**src/rtl/lvm_pkg.sv**
```systemverilog
package lvm_pkg;

   typedef enum logic {
      MODE_SINGLE = 1'b0,
      MODE_MULTI  = 1'b1
   } lvm_mode_e;

   typedef struct packed {
      logic run_err;
      logic no_comma;
   } lvm_verdict_t;

endpackage

```
**src/rtl/lvm_run_check.sv**
```systemverilog
module lvm_run_check #(
   parameter int RUN_LIMIT = 5
) (
   input  logic clk_i,
   input  logic rst_i,
   input  logic bit_i,
   input  logic valid_i,
   output logic viol_o
);
   localparam int RW = $clog2(RUN_LIMIT + 2);
   localparam logic [RW-1:0] SAT_V = RW'(RUN_LIMIT + 1);

   logic [RW-1:0] run_q, run_nx;
   logic          last_q;

   always_comb begin
      run_nx = run_q;
      if (valid_i) begin
         if (run_q == '0 || bit_i != last_q) run_nx = RW'(1);
         else if (run_q != SAT_V)            run_nx = run_q + 1'b1;
      end
   end

   assign viol_o = valid_i && (run_nx == SAT_V);

   always_ff @(posedge clk_i) begin
      if (rst_i) begin
         run_q  <= '0;
         last_q <= 1'b0;
      end else if (valid_i) begin
         run_q  <= run_nx;
         last_q <= bit_i;
      end
   end
endmodule

```
**src/rtl/lvm_comma_check.sv**
```systemverilog
module lvm_comma_check #(
   parameter int                PAT_LEN = 7,
   parameter logic [PAT_LEN-1:0] PATTERN = 7'b0011111
) (
   input  logic clk_i,
   input  logic rst_i,
   input  logic bit_i,
   input  logic valid_i,
   output logic hit_o
);
   localparam int FW = (PAT_LEN > 2) ? $clog2(PAT_LEN) : 1;
   localparam logic [FW-1:0] FULL_V = FW'(PAT_LEN - 1);

   logic [PAT_LEN-1:0] hist_q, hist_nx;
   logic [FW-1:0]      fill_q;

   generate
      if (PAT_LEN < 2) begin : g_bad_len
         $error("lvm_comma_check: PAT_LEN must be at least 2");
      end
   endgenerate

   assign hist_nx = {hist_q[PAT_LEN-2:0], bit_i};
   assign hit_o   = valid_i && (fill_q == FULL_V) && (hist_nx == PATTERN);

   always_ff @(posedge clk_i) begin
      if (rst_i) begin
         hist_q <= '0;
         fill_q <= '0;
      end else if (valid_i) begin
         hist_q <= hist_nx;
         if (fill_q != FULL_V) fill_q <= fill_q + 1'b1;
      end
   end
endmodule

```
**src/rtl/lvm_interval.sv**
```systemverilog
module lvm_interval
   import lvm_pkg::*;
#(
   parameter int INTERVAL_LOG2 = 15
) (
   input  logic                     clk_i,
   input  logic                     rst_i,
   input  logic                     valid_i,
   input  logic                     viol_i,
   input  logic                     comma_i,
   output logic                     end_o,
   output lvm_verdict_t             verdict_o,
   output logic [INTERVAL_LOG2-1:0] pos_o
);
   logic [INTERVAL_LOG2-1:0] pos_q;
   logic                     viol_seen_q, comma_seen_q;
   logic                     last_bit;

   assign last_bit = valid_i && (&pos_q);
   assign pos_o    = pos_q;

   always_ff @(posedge clk_i) begin
      if (rst_i) begin
         pos_q        <= '0;
         viol_seen_q  <= 1'b0;
         comma_seen_q <= 1'b0;
         end_o        <= 1'b0;
         verdict_o    <= '0;
      end else begin
         end_o <= last_bit;
         if (valid_i) begin
            pos_q <= pos_q + 1'b1;
            if (last_bit) begin
               verdict_o.run_err  <= viol_seen_q | viol_i;
               verdict_o.no_comma <= ~(comma_seen_q | comma_i);
               viol_seen_q        <= 1'b0;
               comma_seen_q       <= 1'b0;
            end else begin
               viol_seen_q  <= viol_seen_q | viol_i;
               comma_seen_q <= comma_seen_q | comma_i;
            end
         end
      end
   end
endmodule

```
**src/rtl/lvm_flag_filter.sv**
```systemverilog
module lvm_flag_filter
   import lvm_pkg::*;
#(
   parameter int DEPTH = 4
) (
   input  logic      clk_i,
   input  logic      rst_i,
   input  logic      end_i,
   input  logic      bad_i,
   input  lvm_mode_e mode_i,
   output logic      flag_o
);
   logic      flag_q, flag_nx;
   lvm_mode_e mode_q;
   logic      mode_chg;

   assign mode_chg = (mode_i != mode_q);
   assign flag_o   = flag_q;

   generate
      if (DEPTH < 2) begin : g_plain
         always_comb begin
            flag_nx = flag_q;
            if (end_i) flag_nx = ~bad_i;
         end
      end else begin : g_filt
         localparam int CW = $clog2(DEPTH);
         localparam logic [CW-1:0] LAST_V = CW'(DEPTH - 1);
         logic [CW-1:0] cnt_q, cnt_nx;

         always_comb begin
            flag_nx = flag_q;
            cnt_nx  = mode_chg ? '0 : cnt_q;
            if (end_i) begin
               if (mode_i == MODE_SINGLE) begin
                  flag_nx = ~bad_i;
                  cnt_nx  = '0;
               end else if (bad_i == flag_q) begin
                  if (cnt_nx == LAST_V) begin
                     flag_nx = ~flag_q;
                     cnt_nx  = '0;
                  end else begin
                     cnt_nx = cnt_nx + 1'b1;
                  end
               end else begin
                  cnt_nx = '0;
               end
            end
         end

         always_ff @(posedge clk_i) begin
            if (rst_i) cnt_q <= '0;
            else       cnt_q <= cnt_nx;
         end
      end
   endgenerate

   always_ff @(posedge clk_i) begin
      if (rst_i) begin
         flag_q <= 1'b0;
         mode_q <= MODE_SINGLE;
      end else begin
         flag_q <= flag_nx;
         mode_q <= mode_i;
      end
   end
endmodule

```
**src/rtl/link_valid_monitor.sv**
```systemverilog
module link_valid_monitor
   import lvm_pkg::*;
#(
   parameter int INTERVAL_LOG2 = 15,
   parameter int RUN_LIMIT     = 5,
   parameter int FILTER_DEPTH  = 4,
   parameter int COMMA_LEN     = 7,
   parameter logic [COMMA_LEN-1:0] COMMA_PAT = 7'b0011111
) (
   input  logic clk_i,
   input  logic rst_i,
   input  logic bit_i,
   input  logic bit_valid_i,
   input  logic mode_i,
   output logic dv_o,
   output logic run_err_o,
   output logic nocomma_err_o
);
   generate
      if (INTERVAL_LOG2 < 4 || INTERVAL_LOG2 > 31) begin : g_bad_ilog
         $error("link_valid_monitor: INTERVAL_LOG2 out of range");
      end
      if (RUN_LIMIT < 1) begin : g_bad_run
         $error("link_valid_monitor: RUN_LIMIT must be positive");
      end
      if (FILTER_DEPTH < 1) begin : g_bad_depth
         $error("link_valid_monitor: FILTER_DEPTH must be positive");
      end
   endgenerate

   logic                     viol_w, comma_w, end_w, bad_w;
   lvm_verdict_t             verdict_w;
   logic [INTERVAL_LOG2-1:0] bit_cnt_w;

   lvm_run_check #(.RUN_LIMIT(RUN_LIMIT)) u_run (
      .clk_i(clk_i), .rst_i(rst_i), .bit_i(bit_i),
      .valid_i(bit_valid_i), .viol_o(viol_w)
   );

   lvm_comma_check #(.PAT_LEN(COMMA_LEN), .PATTERN(COMMA_PAT)) u_comma (
      .clk_i(clk_i), .rst_i(rst_i), .bit_i(bit_i),
      .valid_i(bit_valid_i), .hit_o(comma_w)
   );

   lvm_interval #(.INTERVAL_LOG2(INTERVAL_LOG2)) u_win (
      .clk_i(clk_i), .rst_i(rst_i), .valid_i(bit_valid_i),
      .viol_i(viol_w), .comma_i(comma_w), .end_o(end_w),
      .verdict_o(verdict_w), .pos_o(bit_cnt_w)
   );

   assign bad_w = verdict_w.run_err | verdict_w.no_comma;

   lvm_flag_filter #(.DEPTH(FILTER_DEPTH)) u_flag (
      .clk_i(clk_i), .rst_i(rst_i), .end_i(end_w), .bad_i(bad_w),
      .mode_i(lvm_mode_e'(mode_i)), .flag_o(dv_o)
   );

   assign run_err_o     = end_w & verdict_w.run_err;
   assign nocomma_err_o = end_w & verdict_w.no_comma;
endmodule

```
**config.mk**
```make
export PLATFORM = sky130hd
export DESIGN_NAME = link_valid_monitor
export DESIGN_NICKNAME = d
export VERILOG_FILES = /design/src/rtl/lvm_pkg.sv /design/src/rtl/lvm_run_check.sv /design/src/rtl/lvm_comma_check.sv /design/src/rtl/lvm_interval.sv /design/src/rtl/lvm_flag_filter.sv /design/src/rtl/link_valid_monitor.sv
export SDC_FILE = /design/constraint.sdc
export NUM_CORES = 1
export LEC_CHECK = 0
export CAP_MARGIN = 10
export CORE_ASPECT_RATIO = 0.8
export CORE_UTILIZATION = 55
export CTS_BUF_LIST = sky130_fd_sc_hd__clkbuf_8
export CTS_CLUSTER_DIAMETER = 100
export DETAILED_ROUTE_END_ITERATION = 6
export PLACE_DENSITY = 0.73
export SYNTH_ARGS = -nofsm -noshare
export SYNTH_HDL_FRONTEND = slang
export SYNTH_SLANG_ARGS = --single-unit
```
**constraint.sdc**
```tcl
create_clock -name clk_i -period 1.95 [get_ports clk_i]
set_clock_uncertainty 0.05 [all_clocks]
set_input_delay 0.2925 -clock clk_i [delete_from_list [all_inputs] [get_ports clk_i]]
set_output_delay 0.2925 -clock clk_i [all_outputs]
set_load 0.01 [all_outputs]
```
== Word-level counts from Yosys, hierarchy flattened ==
Cells that the tools add are included.

* Flip-flop bits (word level): 37
* Input bits: 5
* Logic and storage cells: 59

* Add/sub/neg operators: 4
* Eq/ne operators: 11
* Muxes and demuxes: 13
* Bitwise logic cells: 8
* Reductions and logical operators: 10

{| class="wikitable"
|+ Operators by type and width
! cell !! count
|-
| 15-bit by 1-bit adder with 15-bit output, second input constant || 1
|-
| 15-bit AND reduction || 1
|-
| 2-bit two-way mux || 5
|-
| 3-bit two-way mux || 3
|-
| 7-bit by 5-bit equality test with 1-bit output, second input constant || 1
|-
| 3-bit by 1-bit adder with 3-bit output, second input constant || 2
|-
| 3-bit equality test, second input constant || 2
|-
| 3-bit inequality test, second input constant || 2
|-
| 1-bit two-way mux || 5
|-
| 1-bit logical AND || 4
|-
| 2-bit by 1-bit inequality test with 1-bit output, second input constant || 2
|-
| 2-bit AND reduction || 2
|-
| 3-bit logical NOT || 1
|-
| 1-bit inverter || 3
|-
| 1-bit bitwise OR || 3
|-
| 3-bit AND reduction || 1
|-
| 2-bit by 1-bit adder with 2-bit output, second input constant || 1
|-
| 1-bit bitwise AND || 2
|-
| 2-bit equality test, second input constant || 1
|-
| 1-bit inequality test || 2
|-
| 1-bit equality test || 1
|-
| 1-bit logical OR || 1
|}

== Depth between registers and ports, before layout ==
* Depth after elaboration: 8
* Gate-level depth with buffers: 7

== By module ==
Synthesis repeated with hierarchy kept, for this count alone.

* Cells, all modules: 193
* Area, all modules: 1865.5 µm²

{| class="wikitable"
|+ Modules (own cells, without submodules)
! module !! instances !! cells each !! area each (µm²) !! sequential area each (µm²)
|-
| lvm_interval || 1 || 99 || 929.6 || 400.4
|-
| lvm_comma_check || 1 || 40 || 422.9 || 180.2
|-
| lvm_run_check || 1 || 31 || 290.3 || 80.1
|-
| lvm_flag_filter || 1 || 20 || 202.7 || 80.1
|-
| link_valid_monitor || 1 || 3 || 20.0 || 0.0
|}

== Least setup slack after synthesis ==
No wires, ideal clock.

* Path type: register to register
* Start point: reg u_run.run_q[0]
* End point: reg u_win.verdict_o[1] in the netlist's numbering
* Data arrival time: 1457 ps
* Required time: 1820 ps
* Slack: 363 ps
* Cell stages (with the launch flop): 7
* Cells stage by stage: dfxtp_1 -> inv_1 -> ha_1 -> mux2i_1 -> a211oi_1 -> a41oi_1 -> a211oi_2

* Cells in the longest elaborated chain, start to end: 7
* Elaborated cells between the ends (all ways): 10

{| class="wikitable"
|+ Ends and longest elaborated chain
! what !! RTL line !! text
|-
| from (decl) || lvm_run_check.sv:13 || <nowiki>logic [RW-1:0] run_q, run_nx;</nowiki>
|-
| from (signal assigned) || lvm_run_check.sv:31 || <nowiki>run_q <= run_nx;</nowiki>
|-
| 3-bit by 1-bit adder with 3-bit output (tied with other cells) || lvm_run_check.sv:20 || <nowiki>else if (run_q != SAT_V) run_nx = run_q + 1'b1;</nowiki>
|-
| 3-bit two-way mux / 1-bit logical OR (equally long branches) || lvm_run_check.sv:20, lvm_run_check.sv:19 ||
|-
| 3-bit two-way mux || lvm_run_check.sv:19 || <nowiki>if (run_q == '0 || bit_i != last_q) run_nx = RW'(1);</nowiki>
|-
| 3-bit two-way mux (*) || lvm_run_check.sv:18 || <nowiki>if (valid_i) begin</nowiki>
|-
| 3-bit equality test (*) || lvm_run_check.sv:24 || <nowiki>assign viol_o = valid_i && (run_nx == SAT_V);</nowiki>
|-
| 1-bit logical AND (*) || lvm_run_check.sv:24 ||
|-
| 1-bit bitwise OR (*) || lvm_interval.sv:34 || <nowiki>verdict_o.run_err <= viol_seen_q | viol_i;</nowiki>
|-
| to (decl) || lvm_interval.sv:12 || <nowiki>output lvm_verdict_t verdict_o,</nowiki>
|}

Every way passes the cells marked *; elsewhere a longest branch is shown, timed or not.
A chain may end at the register's enable or synchronous reset.

== Final worst setup path ==
Ends and elaborated chain as after synthesis.

==> impl_summary.md <==
Clock tree
The H-tree was split into 2 levels. Clock tree synthesis found a total of 36 sinks. The clock insertion delay at the later pin of the skew report is 290 ps. The clock tree from TritonCTS is built.

Gates resized during post-CTS repair numbered 0. The clock root buffer is sky130_fd_sc_hd__clkbuf_8. The clock transition time at the flip-flop clock pins of the worst setup and hold paths is 70 ps. The deepest clock path buffer count is 2. The quantity of hold-fixing buffers added after cts is 0. The post-CTS setup buffer count is 0.

In this run, CTS created clock tree buffers numbering 5.

Yosys
The adder-cell share of the synthesized area is 5.99%. The number of flip-flops and latches in the synthesized netlist is 36. The synthesized netlist devotes 7.19% of its cell area to compound gates.

The share of the yosys chip area belonging to registers is 43.1%. The synthesized cell area is 1670 sq um. The Yosys warning count is 0. The fraction of the mapped netlist area in simple logic gates is 24.9%. The predominant post-synthesis flop cell is sky130_fd_sc_hd__dfxtp_1. The number of nets in the synthesized netlist is 192. Of all flip-flops after synthesis, the portion carrying an async set or reset was 0%. The gate count after technology mapping is 179. The number of distinct library cells after synthesis is 37. The number of flops mapped to enable cells by yosys is 0. After synthesis, the largest family of logic cells by area is simple AND/OR/NAND/NOR gates.

After synthesis, the share of cell area in mux cells is 6.67%. The post-synthesis area per instance is 9.33 sq um. The xor-xnor portion of the synthesized cell area is 8.91%.

Placed design
The placer congestion estimate is 0.725. The number of port buffers is 7. The post-detailed-placement half-perimeter wirelength is 1.99 mm.

At the placement stage, the worst setup path has a slack of -108 ps.

Timing
The number of max-slew violations in the final report is 0. For the final routed database, the setup TNS stands at 0 ps. Setup violations remaining at the end of the flow were counted as 0. The hold violation total from the final report was 0.

The worst path uses 92.8% of the clock period. The worst path needs 1810 ps of the cycle, external delays included. The worst pin sits at a relative slew slack of 79.3%. Setup repair after global routing left no endpoint under its margin. Based on the critical path, the design can be clocked at up to 0.553 GHz. The actual transition at the worst max-transition pin is 308 ps. Once routing completed, OpenROAD measured the worst setup slack at 141 ps.

Finish
The leading cell type in the layout, fill and taps excluded is sky130_fd_sc_hd__dfxtp_1. The final layout contains 206 nets. The number of antenna diodes in the final layout is 0. The area growth from synthesis to layout is 14.7%. The post-route netlist has 10.8% of its cells at a drive strength greater than 1. In the layout the commonest cells are 36 x sky130_fd_sc_hd__dfxtp_1, 28 x sky130_fd_sc_hd__nor2_1, 10 x sky130_fd_sc_hd__xnor2_1, 10 x sky130_fd_sc_hd__mux2i_1, 8 x sky130_fd_sc_hd__ha_1.

Floorplan
Measured along the y axis, the die boundary spans 51.3 microns. The initial standard-cell utilization of the core is 59.0%. The horizontal die dimension is 63.6 microns. The core region is 2830 sq um. The I/O pin total is 8. The floorplan has 17 rows.

The die covers 3260 sq um.

Power
Summed over all nets, the switching power comes to 315 uW. Net switching is 22.6% of the power. The clock network accounts for 38.0% of the total power. In this run, flip-flops and latches consume 54.7% of the power. Combinational logic burns 7.3% of the power. The internal portion of total power is 1080 uW.

VDD sags by at most 0.514 mV. The analysis attributes to cell leakage a power of 0.000757 uW. The ratio of total power to cell area is 728 nW/um^2.

Worst setup path
Along the worst path, the maximum fanout reaches 4. The cell depth of the worst flop-to-flop path is 6. The worst setup path is launched from a flop. Data on the critical path is required at its endpoint by 2110 ps. The path type of the worst setup path is reg2reg.

The worst register-to-register path has a setup slack of 140 ps. The worst register-to-register path begins at u_run.run_q[0]. STA classifies the critical path endpoint as a flop. The most critical setup path has its endpoint at u_win.verdict_o[1]. The arrival time of data at the critical path endpoint is 1970 ps. The first element of the critical path is u_run.run_q[0]. The endpoint of the worst register-to-register path is u_win.verdict_o[1].

Min path
The number of cells on the worst hold path is 2. The type of the tightest min-delay check is reg2reg.

Route
The remaining antenna violation count is 0. After detailed routing, the average wire length per cell comes to 11.7 microns. The detailed router finished its first iteration with 38 violations. Detailed routing inserted a total of 1,252 vias. The routed wire length is 2.72 mm.

The pre-antenna-repair detailed-routing pass consisted of 4 iterations. Using the TritonRoute via totals, the vias-per-cell ratio works out to 5.40. After detailed routing, the number of remaining DRC violations is 0.

Global route
The first-pass GRT wire length is 4.77 mm. The maximum number of pins on one net before global-route repair is 37. The initial antenna violation count is 0.

The number of global-route vias before repair is 1,146. In the global route stage, overall resource usage came out at 19.2%. Summed over all layers, the global routing overflow is 0.

Run
The tool flagged a number of max-cap violations equal to 0.

Status
The run finished with clean final reports.
worst min-delay path by stage:
| stage | start | endpoint |
|---|---|---|
| 2_1_floorplan | mode_i | u_flag.mode_q |
| 3_3_place_gp | u_comma.hist_q[5] | u_comma.hist_q[5] |
| 3_5_place_dp | u_comma.hist_q[5] | u_comma.hist_q[5] |
| 4_1_cts | u_comma.hist_q[5] | u_comma.hist_q[5] |
| 5_1_grt | u_win.pos_o[14] | u_win.pos_o[14] |
| 6_report | u_comma.hist_q[5] | u_comma.hist_q[5] |
power groups by stage:
stage               sequential [uW]  combinational, uW  clock (uW)
CTS                             762                103         549
global route                    764                114         577
detailed placement              779                102           0
global placement                778               97.7           0
finish                          762                102         531
floorplan                       778               66.0           0
cell usage after synthesis, types with 2 or more instances:
master | instances | area [sq um]
sky130_fd_sc_hd__nand3b_1 | 2 | 15.0
sky130_fd_sc_hd__a41oi_1 | 2 | 17.5
sky130_fd_sc_hd__nor3_2 | 3 | 30.0
sky130_fd_sc_hd__inv_1 | 6 | 22.5
sky130_fd_sc_hd__xnor2_1 | 10 | 87.6
sky130_fd_sc_hd__mux2i_1 | 10 | 100
sky130_fd_sc_hd__and4_1 | 2 | 17.5
sky130_fd_sc_hd__ha_1 | 8 | 100
sky130_fd_sc_hd__nand3_1 | 4 | 20.0
sky130_fd_sc_hd__dfxtp_1 | 36 | 721
sky130_fd_sc_hd__nor2_1 | 28 | 105
sky130_fd_sc_hd__nand4_1 | 5 | 31.3
sky130_fd_sc_hd__and3_1 | 3 | 18.8
sky130_fd_sc_hd__xor2_1 | 7 | 61.3
sky130_fd_sc_hd__nor3_1 | 4 | 20.0
sky130_fd_sc_hd__nand2b_1 | 2 | 12.5
sky130_fd_sc_hd__and2_1 | 5 | 31.3
sky130_fd_sc_hd__clkbuf_1 | 5 | 18.8
sky130_fd_sc_hd__o21ai_0 | 4 | 20.0
sky130_fd_sc_hd__nand2_1 | 7 | 26.3
sky130_fd_sc_hd__a21oi_1 | 7 | 35.0
sky130_fd_sc_hd__nor2b_1 | 4 | 25.0
through the flow:
step | std cells | utilization (%) | hold slack, ps | area (sq um) | power [uW]
after floorplan | 179 | - | 372 | 1670 | 844
after global placement | 224 | 64.4 | 431 | 1820 | 876
after detailed placement | 224 | 64.4 | 440 | 1820 | 881
after CTS | 232 | 67.7 | 455 | 1920 | 1410
after global routing | 232 | 67.7 | 486 | 1920 | 1460
final | 232 | 67.7 | 451 | 1920 | 1390
sequential cells by signal, summed over array words and instances, names as in the netlist:
| register | flops |
|---|---|
| u_win.viol_seen_q | 1 |
| u_flag.g_filt.cnt_q | 2 |
| u_win.end_o | 1 |
| u_comma.fill_q | 3 |
| u_comma.hist_q | 6 |
| u_win.verdict_o | 2 |
| u_flag.flag_o | 1 |
| u_flag.mode_q | 1 |
| u_run.run_q | 3 |
| u_win.pos_o | 15 |
| u_win.comma_seen_q | 1 |
layout make-up:
cell class	count	area, sq um
timing repair buffer	14	135
tap	38	47.5
clock buffer	6	82.6
multi-input combinational	130	896
sequential	36	721
fill	231	913
inverter	6	22.5
clock inverter	2	11.3
critical path: stages, from the launching register on:
cell and delay (ps):
sky130_fd_sc_hd__dfxtp_1 390, sky130_fd_sc_hd__inv_1 110, sky130_fd_sc_hd__ha_1 250, sky130_fd_sc_hd__mux2i_1 130, sky130_fd_sc_hd__a211oi_1 330, sky130_fd_sc_hd__a41oi_1 230
sky130_fd_sc_hd__a211oi_2 240
layer usage:
metal / vias to the layer above / GRT usage (%) / wire length [microns]
met5: - / 0 / 0
met4: 0 / 9.09 / 51
met1: 589 / 24.1 / 1350
met2: 18 / 31.0 / 1240
li1: 638 / - / -
met3: 7 / 4.69 / 83
cells by family after synthesis:
| logic type | Yosys count |
|---|---|
| simple gates | 76 |
| flops | 36 |
| compound gates | 18 |
| xor+xnor | 17 |
| buf+inv | 13 |
| mux | 11 |
| fa+ha+maj | 8 |
Note: power is estimated with default switching activity, not from simulation.
